--- src/rtl/i2cm_csr_pkg.sv ---
package i2cm_csr_pkg;
  localparam int NEVT  = 7;
  localparam int NREG  = 8;
  localparam int IDX_W = $clog2(NREG);

  typedef enum logic [IDX_W-1:0] {
    RA_CTL  = 3'd0,
    RA_CMD  = 3'd1,
    RA_CLR  = 3'd2,
    RA_STAT = 3'd3,
    RA_SCLH = 3'd4,
    RA_SCLL = 3'd5,
    RA_TX   = 3'd6,
    RA_RX   = 3'd7
  } reg_idx_e;

  // Set-dominant sticky update: new events win over a same-cycle clear.
  function automatic logic [NEVT-1:0] pend_update(input logic [NEVT-1:0] pend,
                                                  input logic [NEVT-1:0] evt,
                                                  input logic [NEVT-1:0] clr);
    return (pend & ~clr) | evt;
  endfunction

  function automatic logic irq_level(input logic en, input logic gun,
                                     input logic [NEVT-1:0] unm,
                                     input logic [NEVT-1:0] pend);
    return en & gun & (|(pend & unm));
  endfunction
endpackage

--- src/rtl/i2cm_pend_bank.sv ---
module i2cm_pend_bank
  import i2cm_csr_pkg::*;
(
  input  logic            clk,
  input  logic            rst_n,
  input  logic [NEVT-1:0] evt,
  input  logic            clr_we,
  input  logic [NEVT-1:0] clr_mask,
  output logic [NEVT-1:0] pend
);
  logic [NEVT-1:0] clr_eff;
  assign clr_eff = clr_we ? clr_mask : '0;

  always_ff @(posedge clk) begin
    if (!rst_n) pend <= '0;
    else        pend <= pend_update(pend, evt, clr_eff);
  end


  evt_sets_chk: assert property (@(posedge clk) disable iff (!rst_n)
    (evt != '0) |=> ((pend & $past(evt)) == $past(evt)));

  clr_clears_chk: assert property (@(posedge clk) disable iff (!rst_n)
    (clr_eff != '0) |=> ((pend & $past(clr_eff & ~evt)) == '0));

  evt_beats_clr_chk: assert property (@(posedge clk) disable iff (!rst_n)
    ((evt & clr_eff) != '0) |=> ((pend & $past(evt & clr_eff)) == $past(evt & clr_eff)));

  no_spurious_set_chk: assert property (@(posedge clk) disable iff (!rst_n)
    1'b1 |=> ((pend & ~$past(pend) & ~$past(evt)) == '0));
endmodule

--- src/rtl/i2cm_rd_mux.sv ---
module i2cm_rd_mux
  import i2cm_csr_pkg::*;
#(
  parameter int DATA_W = 32
) (
  input  logic [NREG-1:0][DATA_W-1:0] words,
  input  logic [IDX_W-1:0]            idx,
  output logic [DATA_W-1:0]           rdata
);
  assign rdata = words[idx];
endmodule

--- src/rtl/i2cm_csr_front.sv ---
module i2cm_csr_front
  import i2cm_csr_pkg::*;
#(
  parameter int DATA_W = 32,
  parameter int CNT_W  = 16,
  parameter int CMD_W  = 5,
  parameter int BYTE_W = 8
) (
  input  logic              clk,
  input  logic              rst_n,
  input  logic [IDX_W-1:0]  bus_addr,
  input  logic              bus_wr,
  input  logic [DATA_W-1:0] bus_wdata,
  output logic [DATA_W-1:0] bus_rdata,
  input  logic [NEVT-1:0]   eng_evt,
  input  logic              eng_busy,
  input  logic              eng_rx_done,
  input  logic [BYTE_W-1:0] eng_rx_byte,
  output logic              cmd_stb,
  output logic [CMD_W-1:0]  cmd_bits,
  output logic              ctl_enable,
  output logic [CNT_W-1:0]  scl_hi_cnt,
  output logic [CNT_W-1:0]  scl_lo_cnt,
  output logic [BYTE_W-1:0] tx_byte,
  output logic              irq
);
  localparam int CTL_W = NEVT + 2;
  localparam int EN_B  = NEVT + 1;
  localparam int GUN_B = NEVT;

  logic [NREG-1:0] wr_hit;
  genvar g;
  generate
    for (g = 0; g < NREG; g++) begin : g_hit
      assign wr_hit[g] = bus_wr && (bus_addr == IDX_W'(g));
    end
  endgenerate

  logic wdata_hi_unused;
  assign wdata_hi_unused = ^bus_wdata[DATA_W-1:CNT_W];

  logic [CTL_W-1:0]  ctl_q;
  logic [CNT_W-1:0]  sclh_q, scll_q;
  logic [BYTE_W-1:0] tx_q, rx_q;
  logic              stb_q;
  logic [CMD_W-1:0]  cmd_q;
  logic [NEVT-1:0]   pend;

  always_ff @(posedge clk) begin
    if (!rst_n) begin
      ctl_q  <= '0;
      sclh_q <= '0;
      scll_q <= '0;
      tx_q   <= '0;
      rx_q   <= '0;
      stb_q  <= 1'b0;
      cmd_q  <= '0;
    end else begin
      stb_q <= wr_hit[RA_CMD];
      if (wr_hit[RA_CMD])  cmd_q  <= bus_wdata[CMD_W-1:0];
      if (wr_hit[RA_CTL])  ctl_q  <= bus_wdata[CTL_W-1:0];
      if (wr_hit[RA_SCLH]) sclh_q <= bus_wdata[CNT_W-1:0];
      if (wr_hit[RA_SCLL]) scll_q <= bus_wdata[CNT_W-1:0];
      if (wr_hit[RA_TX])   tx_q   <= bus_wdata[BYTE_W-1:0];
      if (eng_rx_done)     rx_q   <= eng_rx_byte;
    end
  end

  i2cm_pend_bank u_pend (
    .clk      (clk),
    .rst_n    (rst_n),
    .evt      (eng_evt),
    .clr_we   (wr_hit[RA_CLR]),
    .clr_mask (bus_wdata[NEVT-1:0]),
    .pend     (pend)
  );

  logic [NREG-1:0][DATA_W-1:0] words;
  always_comb begin
    words          = '0;
    words[RA_CTL]  = DATA_W'(ctl_q);
    words[RA_STAT] = DATA_W'({eng_busy, pend});
    words[RA_SCLH] = DATA_W'(sclh_q);
    words[RA_SCLL] = DATA_W'(scll_q);
    words[RA_TX]   = DATA_W'(tx_q);
    words[RA_RX]   = DATA_W'(rx_q);
  end

  i2cm_rd_mux #(.DATA_W(DATA_W)) u_rd (
    .words (words),
    .idx   (bus_addr),
    .rdata (bus_rdata)
  );

  assign cmd_stb    = stb_q;
  assign cmd_bits   = cmd_q;
  assign ctl_enable = ctl_q[EN_B];
  assign scl_hi_cnt = sclh_q;
  assign scl_lo_cnt = scll_q;
  assign tx_byte    = tx_q;
  assign irq        = irq_level(ctl_q[EN_B], ctl_q[GUN_B], ctl_q[NEVT-1:0], pend);


  cmd_strobe_chk: assert property (@(posedge clk) disable iff (!rst_n)
    wr_hit[RA_CMD] |=> (cmd_stb && cmd_bits == $past(bus_wdata[CMD_W-1:0])));

  cmd_quiet_chk: assert property (@(posedge clk) disable iff (!rst_n)
    !wr_hit[RA_CMD] |=> !cmd_stb);

  disabled_quiet_chk: assert property (@(posedge clk) disable iff (!rst_n)
    !ctl_enable |-> !irq);

  irq_needs_pend_chk: assert property (@(posedge clk) disable iff (!rst_n)
    (pend == '0) |-> !irq);

  rx_hold_chk: assert property (@(posedge clk) disable iff (!rst_n)
    !eng_rx_done |=> $stable(rx_q));
endmodule

--- config.mk ---
export PLATFORM = sky130hd
export DESIGN_NAME = i2cm_csr_front
export DESIGN_NICKNAME = d
export VERILOG_FILES = /design/src/rtl/i2cm_csr_pkg.sv /design/src/rtl/i2cm_pend_bank.sv /design/src/rtl/i2cm_rd_mux.sv /design/src/rtl/i2cm_csr_front.sv
export SDC_FILE = /design/constraint.sdc
export NUM_CORES = 1
export LEC_CHECK = 0
export CAP_MARGIN = 20
export CORE_ASPECT_RATIO = 1.2
export CORE_MARGIN = 2
export CORE_UTILIZATION = 35
export DETAILED_ROUTE_END_ITERATION = 7
export MAX_ROUTING_LAYER = met4
export PLACE_DENSITY = 0.76
export SYNTH_ARGS = -nofsm -noshare
export SYNTH_HDL_FRONTEND = slang
export SYNTH_SLANG_ARGS = --single-unit
--- constraint.sdc ---
create_clock -name clk -period 1.3 [get_ports clk]
set_input_delay 0.13 -clock clk [delete_from_list [all_inputs] [get_ports clk]]
set_output_delay 0.13 -clock clk [all_outputs]
set_load 0.1 [all_outputs]
=== Word level (Yosys, flattened, before mapping) ===
Index checks and enable logic that the tools add are counted.

* Output and inout bits: 80
* Input bits: 55
* Register bits: 70
* Word-level logic and storage cells: 31

* Equal/unequal tests: 5
* Order comparisons: 1
* Bitwise gates (word level): 6
* Mux-type cells: 3
* Reductions and logical operators: 8

{| class="wikitable"
|+ Operators with widths
! kind !! number
|-
| binary-select mux 32 bit (select 3 bit) || 1
|-
| 2-to-1 mux 32 bit || 1
|-
| bitwise AND 7 bit || 2
|-
| equality test 3 bit (second input constant) || 3
|-
| 2-to-1 mux 7 bit || 1
|-
| NOT 7 bit || 1
|-
| OR 7 bit || 1
|-
| OR reduction 7 bit || 1
|-
| logical AND 1 bit || 6
|-
| < comparator 3 x 4 -> 1 bit (second input constant) || 1
|-
| equality test 3 x 1 -> 1 bit (second input constant) || 1
|-
| equality test 3 x 2 -> 1 bit (second input constant) || 1
|-
| logical NOT 3 bit || 1
|-
| bitwise AND 1 bit || 2
|}

=== Logic depth before layout (Yosys ltp) ===
* Depth after elaboration: 6
* Mapped depth: 6
* Depth with buffers taken out: 3

=== By module ===
Synthesis repeated with hierarchy kept, for this count alone.

* Cells, all modules: 417
* Area total of the unflattened synthesis: 4822.1 um2

{| class="wikitable"
|+ Modules (own cells, without submodules)
! module !! sequential area each (um2) !! cells each !! times used !! area each (um2)
|-
| i2cm_csr_front || 1261.2 || 275 || 1 || 2503.7
|-
| i2cm_rd_mux || 0.0 || 114 || 1 || 2073.2
|-
| i2cm_pend_bank || 140.1 || 28 || 1 || 245.2
|}

=== Worst setup path after synthesis ===
Ideal clock, no wire load.

* Path type: register to output
* Start: register tx_q[0], in the netlist tx_byte[0]
* End: output bus_rdata[0]
* Setup slack: -2.297 ns
* Data required time: 1.170 ns
* Cell stages (with the launch flop): 3
* Arrival time: 3.467 ns
* Path buffers: 0
* Cells stage by stage: dfxtp_1 mux2i_1 a221oi_1

* Longest elaborated chain between the ends: 2

{| class="wikitable"
|+ Ends and longest elaborated chain
! item !! line !! text
|-
| start, declared || i2cm_csr_front.sv:44 || <nowiki>logic [BYTE_W-1:0] tx_q, rx_q;</nowiki>
|-
| start signal, assigned || i2cm_csr_front.sv:64 || <nowiki>if (wr_hit[RA_TX]) tx_q <= bus_wdata[BYTE_W-1:0];</nowiki>
|-
| binary-select mux 32 bit (select 3 bit) || i2cm_rd_mux.sv:10 || <nowiki>assign rdata = words[idx];</nowiki>
|-
| 2-to-1 mux 32 bit (implied by the code) || i2cm_rd_mux.sv:10 ||
|-
| end, declared || i2cm_csr_front.sv:14 || <nowiki>output logic [DATA_W-1:0] bus_rdata,</nowiki>
|}

Every way passes these cells. The select of a mux whose other input is x is not followed.

=== Final worst setup path ===
* Start: register ctl_q[1]
* End: output irq

* Longest elaborated chain between the ends: 3

{| class="wikitable"
|+ Ends and longest elaborated chain
! item !! line !! text
|-
| start, declared || i2cm_csr_front.sv:42 || <nowiki>logic [CTL_W-1:0] ctl_q;</nowiki>
|-
| start signal, assigned || i2cm_csr_front.sv:61 || <nowiki>if (wr_hit[RA_CTL]) ctl_q <= bus_wdata[CTL_W-1:0];</nowiki>
|-
| bitwise AND 7 bit || i2cm_csr_pkg.sv:27 || <nowiki>return en & gun & (|(pend & unm));</nowiki>
|-
| OR reduction 7 bit || i2cm_csr_pkg.sv:27 ||
|-
| bitwise AND 1 bit || i2cm_csr_pkg.sv:27 ||
|-
| end, declared || i2cm_csr_front.sv:25 || <nowiki>output logic irq</nowiki>
|}

Every way passes these cells.

==> impl_metrics.tcl <==
set metrics [dict create \
    rsz0062_at_grt "true" \
    portBuffers 102 \
    yosysSeqAreaShare 0.418 \
    critPathMaxFanout 3 \
    grt_overflow 0 \
    slew_headroom 0.610 \
    cp.required_ns 1.17 \
    fin_cells 652 \
    worstSetupStartpointType "register" \
    antenna_found_initial 0 \
    grt_use_met1 0.271 \
    grt_pass1_vias 3666 \
    wire_per_inst_um 18.9 \
    clk_pin_slew_ns 0.07 \
    synth_area_um2 3350 \
    firstDrtPassIters 5 \
    drt_iter0_drc 242 \
    static-leakage-power_nw 2.42 \
    nets 579 \
    drive_gt1_frac 0.490 \
    io_pins 135 \
    cts-root-buf "clkbuf_16" \
    cts_tree "done" \
    vias_per_cell 5.23 \
    drcViolationCount 0 \
    busiest_layer "met2" \
    violations "setup timing" \
    cts_buffers 9 \
    avgSynthCellArea_um2 8.77 \
    synthCells 382 \
    vias 3412 \
    setup_viol 10 \
    tightest_slew_ns 0.584 \
    start_util 0.356 \
    globalplace.congestion 0.859 \
    wirelength_um 12300 \
    slew_viol_final 0 \
    ys_ff_latch 70 \
    hold-worst-slack_ns 0.289 \
    fmax_ghz 0.623 \
    insertedDiodeCount 0 \
    die_area_um2 10400 \
    syn_to_final_growth_pct 97.1 \
    status "finished with violations" \
    ys_async_sr_fraction 0 \
    clockBufferDepth 2 \
    synth_edf_count 0 \
    power.density_nw_per_um2 949 \
    min_period_ns 1.61 \
    maxCapViolCount 0 \
    ant_nets 0 \
    die_w_um 93.3 \
    post-route-period-util 1.24 \
    ir_drop_uv 629 \
    critical_path_arrival_ns 1.48 \
    grt_use_met3 0.0496 \
    dp_cells 611 \
    cts_max_level 3 \
    met2_usage 0.434 \
    end_kind "primary output" \
    core_um2 9420 \
    skew_ns 0 \
    hold_violations 0 \
    hold_path.class "input pin to register" \
    synth_cell_types 32 \
    cts_sinks 70 \
    setup_ws_ns -0.306 \
    grt_pass1_wl_um 19600 \
    grt_usage 0.252 \
    crit_type "register to primary output" \
    ys_dominant_reg_cell "dfxtp_1" \
    dpl.hpwl_um 7970 \
    clk_latency_ns 0.32 \
    num_rows 39 \
    die_h_um 111 \
    ys.warnings.count 0 \
    grt_max_degree 71 \
]
[critical path: stages, from the launching register on]
cell and delay [ns]:
dfxtp_2 0.33, a222oi_1 0.34, buf_4 0.18, a31oi_4 0.10, buf_12 0.19
[report_power, final]
group | switching [mW] | internal [mW] | total [mW]
sequential | 0.0808 | 2.15 | 2.23
combinational | 1.02 | 0.640 | 1.66
clock | 1.05 | 1.33 | 2.38
[cells by family after synthesis]
| kind of cell | count (synthesis) | synth area share |
|---|---|---|
| muxes | 37 | 0.111 |
| AOI/OAI and AO/OA | 84 | 0.187 |
| DFF | 70 | 0.418 |
| and+or+nand+nor | 137 | 0.190 |
| buffers and inverters | 53 | 0.0937 |
| other | 1 | 0.00112 |
[cell usage in the layout, fill, tap and decap left out, types with 2 or more instances in the layout]
| cell type | count |
|---|---|
| a21boi_0 | 33 |
| mux2i_2 | 4 |
| inv_6 | 3 |
| buf_6 | 5 |
| bufbuf_16 | 2 |
| mux2i_4 | 19 |
| dfxtp_4 | 43 |
| inv_1 | 7 |
| dfxtp_1 | 15 |
| a31oi_1 | 7 |
| clkbuf_16 | 9 |
| a221oi_2 | 3 |
| buf_12 | 70 |
| clkinv_4 | 2 |
| clkdlybuf4s50_1 | 33 |
| o21ai_0 | 7 |
| nor2_4 | 9 |
| conb_1 | 16 |
| a221oi_4 | 13 |
| and2_1 | 2 |
| nor2b_1 | 13 |
| buf_4 | 48 |
| nand2_1 | 98 |
| buf_2 | 3 |
| a21boi_1 | 15 |
| nand4b_1 | 2 |
| a22oi_1 | 2 |
| mux2i_1 | 13 |
| dfxtp_2 | 12 |
[flip-flops by register name (all words and copies together) (netlist names)]
| signal | count |
|---|---|
| rx_q | 8 |
| scl_lo_cnt | 16 |
| u_pend.pend | 7 |
| cmd_bits | 5 |
| scl_hi_cnt | 16 |
| tx_byte | 8 |
| ctl_q | 9 |
| cmd_stb | 1 |
[synthesized netlist by cell type, types with 4 or more instances]
library cell  count  area share
o21ai_0           7       0.010
nand2_1          99        0.11
nor2_1            9       0.010
clkbuf_1         12       0.013
a21boi_1         15       0.034
buf_6             4       0.013
inv_1             7      0.0078
a221oi_1         16       0.042
buf_2             6      0.0090
nor2b_1          14       0.026
a31oi_1           8       0.015
buf_4            20       0.045
mux2i_1          36        0.11
dfxtp_1          70        0.42
a21boi_0         34       0.076
[worst paths after layout]
check                  from             end  slack (ns)  cells after the start
min reg2reg        ctl_q[3]        ctl_q[3]        0.49                      2
max reg2reg  u_pend.pend[1]  u_pend.pend[1]        0.39                      4
max                ctl_q[1]             irq       -0.31                      4
min                   rst_n   scl_lo_cnt[3]        0.29                      3
[repair_timing]
action | CTS | global route
pin swaps | 14 | 6
hold buffers | 0 | 0
buffers inserted | 25 | 2
cloned | 2 | 0
resized for setup | 75 | 17
endpoints found under the setup margin | 66 | 38
[layout make-up]
| type | count | area [um^2] |
|---|---|---|
| Inverter | 7 | 26.3 |
| Sequential cell | 70 | 1580 |
| Timing Repair Buffer | 162 | 2240 |
| Tap cell | 123 | 154 |
| Clock inverter | 7 | 61.3 |
| Fill cell | 627 | 2810 |
| Clock buffer | 9 | 225 |
| Multi-Input combinational cell | 274 | 2320 |
[through the flow]
step	instance area (um^2)	util	power, mW	setup WS (ns)	TNS, ns
after global placement	5650	0.600	3.71	-0.725	-31.07
after detailed placement	5650	0.600	3.73	-0.737	-34.04
after floorplan	3860	-	3.25	-0.455	-4.45
after global routing	6610	0.701	6.46	-0.367	-2.00
after CTS	6490	0.689	6.24	-0.288	-1.62
final	6610	0.701	6.27	-0.306	-1.59
[per-layer routing]
layer / share of wire / wire, um / vias up
met4: 0.043 / 535 / 0
met2: 0.53 / 6560 / 161
li1: - / - / 1575
met5: 0 / 0 / -
met3: 0.058 / 709 / 41
met1: 0.37 / 4490 / 1635
No activity file was read; power rests on OpenSTA's default activity.
